<file path="src/rtl/irqc_pkg.sv">
// Package: shared constants for the nested interrupt controller.
// Assumes word-addressed registers; the priority block sits in the upper half of the address space.
package irqc_pkg;
    localparam int VEC_W     = 8;
    localparam int A_ENABLE  = 0;
    localparam int A_PSET    = 1;
    localparam int A_PCLR    = 2;
    localparam int A_ACTIVE  = 3;
    localparam int A_STATUS  = 4;
    localparam int A_CONFIG  = 5;
    localparam int A_TRIGGER = 6;
    localparam int CFG_ALLOW_BIT = 8;
endpackage

</file>
<file path="src/rtl/irqc_source.sv">
// Module: per-source pending/active state pair.
// Assumes set/clear/take/return are single-cycle requests already decoded for this source.
module irqc_source (
    input  logic clk,
    input  logic rst_n,
    input  logic set_req,
    input  logic clr_req,
    input  logic take_req,
    input  logic ret_req,
    output logic pend,
    output logic act
);
    // Pending: a set wins over a clear or a take in the same cycle.
    always_ff @(posedge clk) begin
        if (!rst_n)                  pend <= 1'b0;
        else if (set_req)            pend <= 1'b1;
        else if (clr_req || take_req) pend <= 1'b0;
    end

    // Active: set on entry, cleared on return of this source.
    always_ff @(posedge clk) begin
        if (!rst_n)        act <= 1'b0;
        else if (take_req) act <= 1'b1;
        else if (ret_req)  act <= 1'b0;
    end

    a_r9_take_activates: assert property (@(posedge clk) disable iff (!rst_n)
        take_req |=> act);
    a_r3_set_wins: assert property (@(posedge clk) disable iff (!rst_n)
        (set_req && clr_req) |=> pend);
endmodule

</file>
<file path="src/rtl/irqc_select.sv">
// Module: picks the most urgent candidate: lowest priority value, ties to the lowest index.
// Assumes N >= 2; purely combinational.
module irqc_select #(
    parameter int N  = 8,
    parameter int PW = 3,
    localparam int IW = $clog2(N)
) (
    input  logic [N-1:0]    cand,
    input  logic [N*PW-1:0] prio_flat,
    output logic            found,
    output logic [IW-1:0]   win_idx,
    output logic [PW-1:0]   win_prio
);
    // Linear scan; a strict compare keeps the lower index on equal priority.
    always_comb begin
        found    = 1'b0;
        win_idx  = '0;
        win_prio = '0;
        for (int i = 0; i < N; i++) begin
            if (cand[i] && (!found || prio_flat[i*PW +: PW] < win_prio)) begin
                found    = 1'b1;
                win_idx  = IW'(i);
                win_prio = prio_flat[i*PW +: PW];
            end
        end
    end
endmodule

</file>
<file path="src/rtl/irqc_regs.sv">
// Module: register file: enables, priorities, grouping/permission config,
// pending set/clear and software trigger decode, and the read mux.
// Assumes N <= 32 and N <= 2**(ADDR_W-1) so all priority slots are addressable.
module irqc_regs
    import irqc_pkg::*;
#(
    parameter int N      = 8,
    parameter int PW     = 3,
    parameter int ADDR_W = 6,
    localparam int PRIO_BASE = 1 << (ADDR_W - 1)
) (
    input  logic              clk,
    input  logic              rst_n,
    input  logic              bus_wr,
    input  logic [ADDR_W-1:0] bus_addr,
    input  logic [31:0]       bus_wdata,
    input  logic              bus_priv,
    input  logic [N-1:0]      pend,
    input  logic [N-1:0]      act,
    input  logic [31:0]       status,
    output logic [31:0]       bus_rdata,
    output logic [N-1:0]      en,
    output logic [N*PW-1:0]   prio_flat,
    output logic [2:0]        grp_cfg,
    output logic              allow_unpriv,
    output logic [N-1:0]      sw_set,
    output logic [N-1:0]      sw_clr
);
    logic trig_ok;

    // Configuration storage written from the bus.
    always_ff @(posedge clk) begin
        if (!rst_n) begin
            en           <= '0;
            prio_flat    <= '0;
            grp_cfg      <= '0;
            allow_unpriv <= 1'b0;
        end else if (bus_wr) begin
            if (bus_addr == ADDR_W'(A_ENABLE)) en <= bus_wdata[N-1:0];
            if (bus_addr == ADDR_W'(A_CONFIG)) begin
                grp_cfg      <= bus_wdata[2:0];
                allow_unpriv <= bus_wdata[CFG_ALLOW_BIT];
            end
            for (int i = 0; i < N; i++)
                if (bus_addr == ADDR_W'(PRIO_BASE + i))
                    prio_flat[i*PW +: PW] <= bus_wdata[PW-1:0];
        end
    end

    // Trigger is accepted from privileged writers, or from anyone once permitted.
    assign trig_ok = bus_wr && (bus_addr == ADDR_W'(A_TRIGGER)) && (bus_priv || allow_unpriv);

    // Per-source set and clear requests from the bus.
    always_comb begin
        for (int i = 0; i < N; i++) begin
            sw_set[i] = (bus_wr && bus_addr == ADDR_W'(A_PSET) && bus_wdata[i])
                      || (trig_ok && bus_wdata[7:0] == 8'(i));
            sw_clr[i] = bus_wr && bus_addr == ADDR_W'(A_PCLR) && bus_wdata[i];
        end
    end

    // Read mux; the trigger register and unmapped addresses read zero.
    always_comb begin
        bus_rdata = '0;
        case (bus_addr)
            ADDR_W'(A_ENABLE): bus_rdata[N-1:0] = en;
            ADDR_W'(A_PSET),
            ADDR_W'(A_PCLR):   bus_rdata[N-1:0] = pend;
            ADDR_W'(A_ACTIVE): bus_rdata[N-1:0] = act;
            ADDR_W'(A_STATUS): bus_rdata = status;
            ADDR_W'(A_CONFIG): begin
                bus_rdata[2:0]           = grp_cfg;
                bus_rdata[CFG_ALLOW_BIT] = allow_unpriv;
            end
            default: begin
                for (int i = 0; i < N; i++)
                    if (bus_addr == ADDR_W'(PRIO_BASE + i))
                        bus_rdata[PW-1:0] = prio_flat[i*PW +: PW];
            end
        endcase
    end

    a_r5_unpriv_blocked: assert property (@(posedge clk) disable iff (!rst_n)
        (bus_wr && bus_addr == ADDR_W'(A_TRIGGER) && !bus_priv && !allow_unpriv)
        |-> !trig_ok);
endmodule

</file>
<file path="src/rtl/irq_nest_ctrl.sv">
// Module: top of the nested interrupt controller. Tracks per-source state,
// selects the pending winner and the running handler, and decides preemption.
// Assumes the core only takes vectors of existing sources and returns in nesting order.
module irq_nest_ctrl
    import irqc_pkg::*;
#(
    parameter int NUM_IRQ   = 8,
    parameter int PRIO_BITS = 3,
    parameter int ADDR_W    = 6,
    parameter int VEC_BASE  = 16,
    localparam int IW = $clog2(NUM_IRQ)
) (
    input  logic               clk,
    input  logic               rst_n,
    input  logic [NUM_IRQ-1:0] irq_in,
    input  logic               bus_wr,
    input  logic [ADDR_W-1:0]  bus_addr,
    input  logic [31:0]        bus_wdata,
    input  logic               bus_priv,
    output logic [31:0]        bus_rdata,
    input  logic               exc_take,
    input  logic [VEC_W-1:0]   exc_take_vec,
    input  logic               exc_ret,
    output logic               irq_req,
    output logic [VEC_W-1:0]   irq_vec
);
    logic [NUM_IRQ-1:0]           pend, act, en, sw_set, sw_clr, take_v, ret_v;
    logic [NUM_IRQ*PRIO_BITS-1:0] prio_flat;
    logic [2:0]                   grp_cfg;
    logic                         allow_unpriv;
    logic                         pend_found, act_found, ret_base;
    logic [IW-1:0]                pend_idx, act_idx;
    logic [PRIO_BITS-1:0]         pend_prio, act_prio, gmask;
    logic [VEC_W-1:0]             act_vec;
    logic [31:0]                  status;

    irqc_regs #(.N(NUM_IRQ), .PW(PRIO_BITS), .ADDR_W(ADDR_W)) u_regs (
        .clk(clk), .rst_n(rst_n), .bus_wr(bus_wr), .bus_addr(bus_addr),
        .bus_wdata(bus_wdata), .bus_priv(bus_priv), .pend(pend), .act(act),
        .status(status), .bus_rdata(bus_rdata), .en(en), .prio_flat(prio_flat),
        .grp_cfg(grp_cfg), .allow_unpriv(allow_unpriv), .sw_set(sw_set), .sw_clr(sw_clr)
    );

    // Decode core entry and return into per-source strobes.
    always_comb begin
        for (int i = 0; i < NUM_IRQ; i++) begin
            take_v[i] = exc_take && (exc_take_vec == VEC_W'(i + VEC_BASE));
            ret_v[i]  = exc_ret && act_found && (act_idx == IW'(i));
        end
    end

    for (genvar g = 0; g < NUM_IRQ; g++) begin : g_src
        irqc_source u_src (
            .clk(clk), .rst_n(rst_n),
            .set_req(irq_in[g] || sw_set[g]), .clr_req(sw_clr[g]),
            .take_req(take_v[g]), .ret_req(ret_v[g]),
            .pend(pend[g]), .act(act[g])
        );
    end

    irqc_select #(.N(NUM_IRQ), .PW(PRIO_BITS)) u_sel_pend (
        .cand(pend & en), .prio_flat(prio_flat),
        .found(pend_found), .win_idx(pend_idx), .win_prio(pend_prio)
    );

    irqc_select #(.N(NUM_IRQ), .PW(PRIO_BITS)) u_sel_act (
        .cand(act), .prio_flat(prio_flat),
        .found(act_found), .win_idx(act_idx), .win_prio(act_prio)
    );

    // Group mask: the low grp_cfg bits (capped at the width) are subpriority.
    always_comb begin
        gmask = '1;
        for (int i = 0; i < PRIO_BITS; i++)
            if (i < int'(grp_cfg)) gmask[i] = 1'b0;
    end

    // Preemption: strictly more urgent group than the running handler.
    assign irq_req = pend_found && (!act_found || ((pend_prio & gmask) < (act_prio & gmask)));

    // Vector numbers and the status word.
    assign irq_vec  = pend_found ? VEC_W'(pend_idx) + VEC_W'(VEC_BASE) : '0;
    assign act_vec  = act_found  ? VEC_W'(act_idx)  + VEC_W'(VEC_BASE) : '0;
    assign ret_base = ($countones(act) <= 1);
    assign status   = {13'b0, irq_req, ret_base, |pend, irq_vec, act_vec};

    a_r10_actvec_zero: assert property (@(posedge clk) disable iff (!rst_n)
        (act_vec == '0) == (act == '0));
    a_r8_req_has_vec: assert property (@(posedge clk) disable iff (!rst_n)
        irq_req |-> (irq_vec != '0));
    a_r11_ret_pops_one: assert property (@(posedge clk) disable iff (!rst_n)
        (exc_ret && !exc_take && act != '0)
        |=> ($countones(act) + 1 == $countones($past(act))));
endmodule

</file>
<file path="config.mk">
export PLATFORM = sky130hd
export DESIGN_NAME = irq_nest_ctrl
export DESIGN_NICKNAME = d
export VERILOG_FILES = /design/src/rtl/irqc_pkg.sv /design/src/rtl/irqc_source.sv /design/src/rtl/irqc_select.sv /design/src/rtl/irqc_regs.sv /design/src/rtl/irq_nest_ctrl.sv
export SDC_FILE = /design/constraint.sdc
export NUM_CORES = 1
export LEC_CHECK = 0
export ABC_AREA = 1
export BUFFER_PORTS_ARGS = -buffer_cell sky130_fd_sc_hd__buf_2
export CAP_MARGIN = 5
export CORE_UTILIZATION = 33
export CTS_CLUSTER_DIAMETER = 100
export DETAILED_ROUTE_END_ITERATION = 8
export GPL_ROUTABILITY_DRIVEN = 0
export PLACE_DENSITY = 0.54
export SLEW_MARGIN = 20
export SYNTH_ARGS = -nofsm -noshare
export SYNTH_HDL_FRONTEND = slang
export SYNTH_SLANG_ARGS = --single-unit
</file>
<file path="constraint.sdc">
create_clock -name clk -period 9 [get_ports clk]
set_input_delay 0.9 -clock clk [delete_from_list [all_inputs] [get_ports clk]]
set_output_delay 0.9 -clock clk [all_outputs]
set_load 0.05 [all_outputs]
</file>
# After elaboration in Yosys (flattened, before gate mapping)
# Index checks and enable logic that the tools add are counted.
[classes] n_addsub=9 n_lt_le_gt_ge=19 n_eq_ne=36 muxes=95 bitwise=3 reduce_logical=146
[op_table] cell="3-bit two-way mux" count=32
[op_table] cell="8-bit by 5-bit == test with 1-bit output (second input constant)" count=8
[op_table] cell="1-bit logical AND" count=60
[op_table] cell="1-bit two-way mux" count=53
[op_table] cell="6-bit == test (second input constant)" count=8
[op_table] cell="3-bit less-than comparator" count=15
[op_table] cell="1-bit logical OR" count=40
[op_table] cell="8-bit by 3-bit == test with 1-bit output (second input constant)" count=4
[op_table] cell="2-bit nonzero test" count=16
[op_table] cell="5-bit one-hot mux with 4 select lines" count=1
[op_table] cell="2-bit AND reduction" count=10
[op_table] cell="6-bit by 3-bit == test with 1-bit output (second input constant)" count=3
[op_table] cell="8-bit by 2-bit == test with 1-bit output (second input constant)" count=2
[op_table] cell="1-bit logical NOT" count=15
[op_table] cell="3-bit one-hot mux with 5 select lines" count=1
[op_table] cell="3-bit by 5-bit adder with 6-bit output (second input constant)" count=2
[op_table] cell="3-bit == test (second input constant)" count=4
[op_table] cell="6-bit by 2-bit == test with 1-bit output (second input constant)" count=2
[op_table] cell="6-bit two-way mux" count=2
[op_table] cell="10-bit two-way mux" count=1
[op_table] cell="1-bit by 1-bit adder with 2-bit output" count=4
[op_table] cell="8-bit bitwise AND" count=1
[op_table] cell="8-bit by 1-bit == test with 1-bit output (second input constant)" count=1
[op_table] cell="8-bit logical NOT" count=1
[op_table] cell="15 further kinds" count=22
[word_totals] regBits=52

# Longest topological paths before layout
[logic_depth] word_depth=35 depth_mapped=73 depth_no_buf=73

# Hierarchy
# Synthesis repeated with hierarchy kept, for this count alone.
[hier_totals] hier_cells=910 area_unflattened_um2=5485.3
[by_module_without_submodules] module="irqc_regs" n_inst=1 cells_each=384 area_per_inst_um2=2364.8
[by_module_without_submodules] module="irqc_select" n_inst=2 cells_each=156 area_per_inst_um2=872.1
[by_module_without_submodules] module="irqc_source" n_inst=8 cells_each=11 area_per_inst_um2=86.3
[by_module_without_submodules] module="irq_nest_ctrl" n_inst=1 cells_each=126 area_per_inst_um2=685.7

# Worst setup path after synthesis
# No wires, ideal clock.
[synth_timing] kind="flip-flop to output port" startpoint="register g_src[0].u_src.pend" endpoint="output port bus_rdata[18]" arrival_ps=7649 path_slack_ps=451 path_stages_with_launch=51 path_cell_list="dfxtp_1 -> nand2_1 -> clkinv_1 -> nand2_1 -> ha_1 -> a21oi_1 -> nand2_1 -> nand2_1 -> nand2_2 -> o21ai_0 -> ha_1 -> a21oi_1 -> nand2_1 -> nand2_1 -> nand2_2 -> o21ai_0 -> ha_1 -> a21oi_1 -> [... 15 more ...] -> o21ai_0 -> ha_1 -> a21oi_1 -> nand2_1 -> nand2_1 -> nand2_2 -> o21ai_0 -> ha_1 -> a21oi_1 -> nand2_1 -> nand2_1 -> nand2_2 -> o21ai_1 -> a21oi_1 -> ha_1 -> a21oi_1 -> nand2_1 -> a21oi_1"
[synth_via] elab_chain_cells=35 elab_cells_between_ends=50 classes_between="8 x order compare; 17 x mux; 2 x bitwise; 23 x reduce/logical"
[synth_rtl] element="start, declared" line="irqc_source.sv:10" rtl="output logic pend,"
[synth_rtl] element="start signal, assigned" line="irqc_source.sv:15" rtl="if (!rst_n) pend <= 1'b0;"
[synth_rtl] element="start signal, assigned" line="irqc_source.sv:16" rtl="else if (set_req) pend <= 1'b1;"
[synth_rtl] element="start signal, assigned" line="irqc_source.sv:17" rtl="else if (clr_req || take_req) pend <= 1'b0;"
[synth_rtl] element="8-bit bitwise AND (*)" line="irq_nest_ctrl.sv:62" rtl=".cand(pend & en), .prio_flat(prio_flat),"
[synth_rtl] element="3-bit two-way mux / 1-bit two-way mux (equally long branches)" line="irqc_select.sv:20" rtl="if (cand[i] && (!found || prio_flat[i*PW +: PW] < win_prio)) begin"
[synth_rtl] element="3-bit less-than comparator / 1-bit logical NOT (equally long branches)" line="irqc_select.sv:20"
[synth_rtl] element="1-bit logical OR" line="irqc_select.sv:20"
[synth_rtl] element="1-bit logical AND" line="irqc_select.sv:20"
[synth_rtl] element="3-bit two-way mux / 1-bit two-way mux (equally long branches)" line="irqc_select.sv:20"
[synth_rtl] element="3-bit less-than comparator / 1-bit logical NOT (equally long branches)" line="irqc_select.sv:20"
[synth_rtl] element="1-bit logical OR" line="irqc_select.sv:20"
[synth_rtl] element="[... 19 more ...]"
[synth_rtl] element="1-bit logical OR" line="irqc_select.sv:20"
[synth_rtl] element="1-bit logical AND" line="irqc_select.sv:20"
[synth_rtl] element="3-bit two-way mux" line="irqc_select.sv:20"
[synth_rtl] element="3-bit bitwise AND" line="irq_nest_ctrl.sv:79" rtl="assign irq_req = pend_found && (!act_found || ((pend_prio & gmask) < (act_prio & gmask)));"
[synth_rtl] element="3-bit less-than comparator" line="irq_nest_ctrl.sv:79"
[synth_rtl] element="1-bit logical OR" line="irq_nest_ctrl.sv:79"
[synth_rtl] element="1-bit logical AND (*)" line="irq_nest_ctrl.sv:79"
[synth_rtl] element="10-bit two-way mux (*)" line="irqc_regs.sv:65" rtl="case (bus_addr)"
[synth_rtl] element="end, declared" line="irq_nest_ctrl.sv:20" rtl="output logic [31:0] bus_rdata,"
# Every way passes the cells marked *; elsewhere a longest branch is shown, timed or not.

# Worst setup path in the final report
[layout_timing] startpoint="register u_regs.en[0]" endpoint="output port irq_req"
[layout_via] elab_chain_cells=34 elab_cells_between_ends=49 classes_between="8 x order compare; 16 x mux; 2 x bitwise; 23 x reduce/logical"
[layout_rtl] element="start, declared" line="irqc_regs.sv:22" rtl="output logic [N-1:0] en,"
[layout_rtl] element="start signal, assigned" line="irqc_regs.sv:39" rtl="if (bus_addr == ADDR_W'(A_ENABLE)) en <= bus_wdata[N-1:0];"
[layout_rtl] element="8-bit bitwise AND (*)" line="irq_nest_ctrl.sv:62"
[layout_rtl] element="3-bit two-way mux / 1-bit two-way mux (equally long branches)" line="irqc_select.sv:20"
[layout_rtl] element="3-bit less-than comparator / 1-bit logical NOT (equally long branches)" line="irqc_select.sv:20"
[layout_rtl] element="1-bit logical OR" line="irqc_select.sv:20"
[layout_rtl] element="1-bit logical AND" line="irqc_select.sv:20"
[layout_rtl] element="3-bit two-way mux / 1-bit two-way mux (equally long branches)" line="irqc_select.sv:20"
[layout_rtl] element="3-bit less-than comparator / 1-bit logical NOT (equally long branches)" line="irqc_select.sv:20"
[layout_rtl] element="1-bit logical OR" line="irqc_select.sv:20"
[layout_rtl] element="[... 18 more ...]"
[layout_rtl] element="3-bit less-than comparator / 1-bit logical NOT (equally long branches)" line="irqc_select.sv:20"
[layout_rtl] element="1-bit logical OR" line="irqc_select.sv:20"
[layout_rtl] element="1-bit logical AND" line="irqc_select.sv:20"
[layout_rtl] element="3-bit two-way mux" line="irqc_select.sv:20"
[layout_rtl] element="3-bit bitwise AND" line="irq_nest_ctrl.sv:79"
[layout_rtl] element="3-bit less-than comparator" line="irq_nest_ctrl.sv:79"
[layout_rtl] element="1-bit logical OR" line="irq_nest_ctrl.sv:79"
[layout_rtl] element="1-bit logical AND (*)" line="irq_nest_ctrl.sv:79"
[layout_rtl] element="end, declared" line="irq_nest_ctrl.sv:24" rtl="output logic irq_req,"
# Marks and branches as above.

==> reports/qor.yml <==
hold_slack_ps: 484.8
yosysTopAreaCell: "dfxtp_1"
grt_pass1_vias: 4566
synth.avg_cell_area_um2: 6.170
slowest_stage: "dfxtp_2"
grtUsageTotal: 0.2147
max_freq_mhz: 118.4
cts_buffers: 5
core_area_um2: 13830
netlist_area_um2: 4658
path_delay_family: "simple AND/OR/NAND/NOR gates"
port_buffers: 56
yosysTopAreaCellShare: 0.2235
die-area_um2: 14600
drive_gt1_frac: 0.2733
slew_violations: 0
path_clk_slew_ps: 70
yosysUniqueCellTypes: 34
first_iter_violations: 194
post-route-period-util: 0.9386
drt-total-wl_um: 15610
ys_ff_latch: 52
crit_type: "reg2out"
critPathMaxStageDelay_ps: 330
num_vias: 5161
clock_path_buffers: 2
grtUsageMet2: 0.3477
relSlewSlack: 0.5300
cts.sink_count: 52
yosysSeqAreaShare: 0.2235
ys_warn_count: 0
finalPower_mw: 0.5308
htree_levels: 2
cts_root_buf: "clkbuf_16"
clk_latency_ps: 290
leakage_nw: 2.955
grt-busiest-layer: "met2"
peakVddDrop_mv: 0.06794
worstSetupEndpointType: "output port"
mostFrequentLayoutCell: "nand2_1"
start_util: 0.3369
period_minus_slack_ps: 8447
fin_nets: 948
die_w_um: 120.8
dp_hpwl_um: 12050
cp_max_fo: 6
grt_overflow: 0
worst_setup_path_start_kind: "flop"
ant_nets: 0
ios: 101
tritoncts: "yes"
outcome: "completed"
final_cell_mix: "nand2_1, inv_1, nor2_1"
drc: 0
syn_to_final_growth_pct: 30.24
worstMarginPinSlew_ps: 699.6
drv_cap: 0
dr.pass1.iters: 5
setup_viol: 0
wl_per_cell_um: 15.17
die_y_um: 120.8
synthTopCellsByArea: "dfxtp_1, nand2_1, ha_1, a21oi_1, inv_1"
grt_use_met3: 0.01981
grt_max_degree: 40
antenna_cells: 0
gr-usage-met1: 0.3042
fin_skew_ps: 4.404
required_ps: 8100
hold_class: "reg2reg"
place_ws_ps: 49.79
setup_tns_ps: 0
finalHoldViolations: 0
crit_arrival_ps: 7550
grt_first_pass_wirelength_um: 24070
antenna_found_initial: 0
synthCells: 755
rows: 43
viasPerCell: 5.016
setup_ws_ps: 552.8
power.density_nw_per_um2: 87.49
crit_buf_inv: 10
cp_common_cell: "nand2_1"
## metal layers
metal / part of all wire / wire, um
met5: 0 / 0
met4: 0.018 / 288
met3: 0.050 / 776
met2: 0.46 / 7258
met1: 0.47 / 7291
## worst paths after layout
kind                            start                   to  slack (ps)  cells past startpoint
setup / recovery         u_regs.en[0]              irq_req         550                     69
hold / removal    u_regs.allow_unpriv  u_regs.allow_unpriv         480                      2
setup reg to reg  u_regs.prio_flat[2]   g_src[6].u_src.act        2000                     58
hold reg to reg   u_regs.allow_unpriv  u_regs.allow_unpriv         480                      2
## synthesized netlist by cell type
master / count
a21oi_1: 79
inv_1: 103
ha_1: 34
nand2_4: 5
o211ai_1: 5
fa_1: 4
a31oi_1: 3
o221ai_1: 2
nor2_1: 64
o21ai_1: 3
inv_2: 5
clkbuf_1: 8
nand4_1: 5
nand3_2: 3
o31ai_1: 2
a22oi_1: 10
dfxtp_1: 52
and2_2: 1
clkinv_1: 2
a211oi_1: 3
a221oi_1: 6
nand2_1: 179
o2111ai_1: 1
conb_1: 1
nand2_2: 22
nor3_1: 8
nand3_1: 45
buf_4: 22
a2111oi_0: 1
o21ai_0: 70
nor2_2: 1
buf_1: 2
a221o_1: 1
nor4_1: 3
## registers in the layout (all words and copies together), names as in the netlist
name and flops:
g_src.u_src.act 8, g_src.u_src.pend 8, u_regs.prio_flat 24, u_regs.en 8, u_regs.allow_unpriv 1, u_regs.grp_cfg 3
## metrics by stage
step                      cell area, um^2    util  cells
after floorplan                      4733       -    775
after global placement               5254  0.3800   1008
after detailed placement             5254  0.3800   1008
after CTS                            5414  0.3915   1014
after global routing                 6067  0.4388   1029
final                                6067  0.4388   1029
## repair_timing
action / CTS / global route
setup endpoints to repair: 3 / 11
pin swaps: 0 / 43
hold buffers: 0 / 0
gates resized for setup: 11 / 131
buffers inserted: 0 / 15
## cell families after synthesis
family	after synthesis	synth area share
AND/OR/NAND/NOR	336	0.3145
flip-flops	52	0.2235
other	1	0.0008050
buffers and inverters	142	0.1322
adder cells (fa/ha/maj)	38	0.1085
AO/OA/AOI/OAI	186	0.2205
## cell type report
type	instances	area (um^2)
tap	180	225.2
inverter	110	415.4
clock buffer	5	125.1
fill	1469	7760
clock inverter	1	30.03
sequential	52	1052
timing repair buffer	100	623.1
multi-input combinational	581	3596
## where the power goes
group	leakage, nW	internal, mW	total (mW)	switching [mW]
Sequential	0.425	0.234	0.239	0.00498
Clock	0.0757	0.128	0.211	0.0825
Combinational	2.45	0.0217	0.0814	0.0597
Total	2.95	0.384	0.531	0.147
## worst reg2reg max path: cells and delay by family (launching register included)
| kind | cells | cell delay, ps |
|---|---|---|
| buffers and inverters | 4 | 270 |
| adder cells (fa/ha/maj) | 7 | 1930 |
| flip-flops | 1 | 380 |
| AO/OA/AOI/OAI | 12 | 1540 |
| AND/OR/NAND/NOR | 35 | 2730 |
Note: power is estimated with default switching activity, not from simulation.
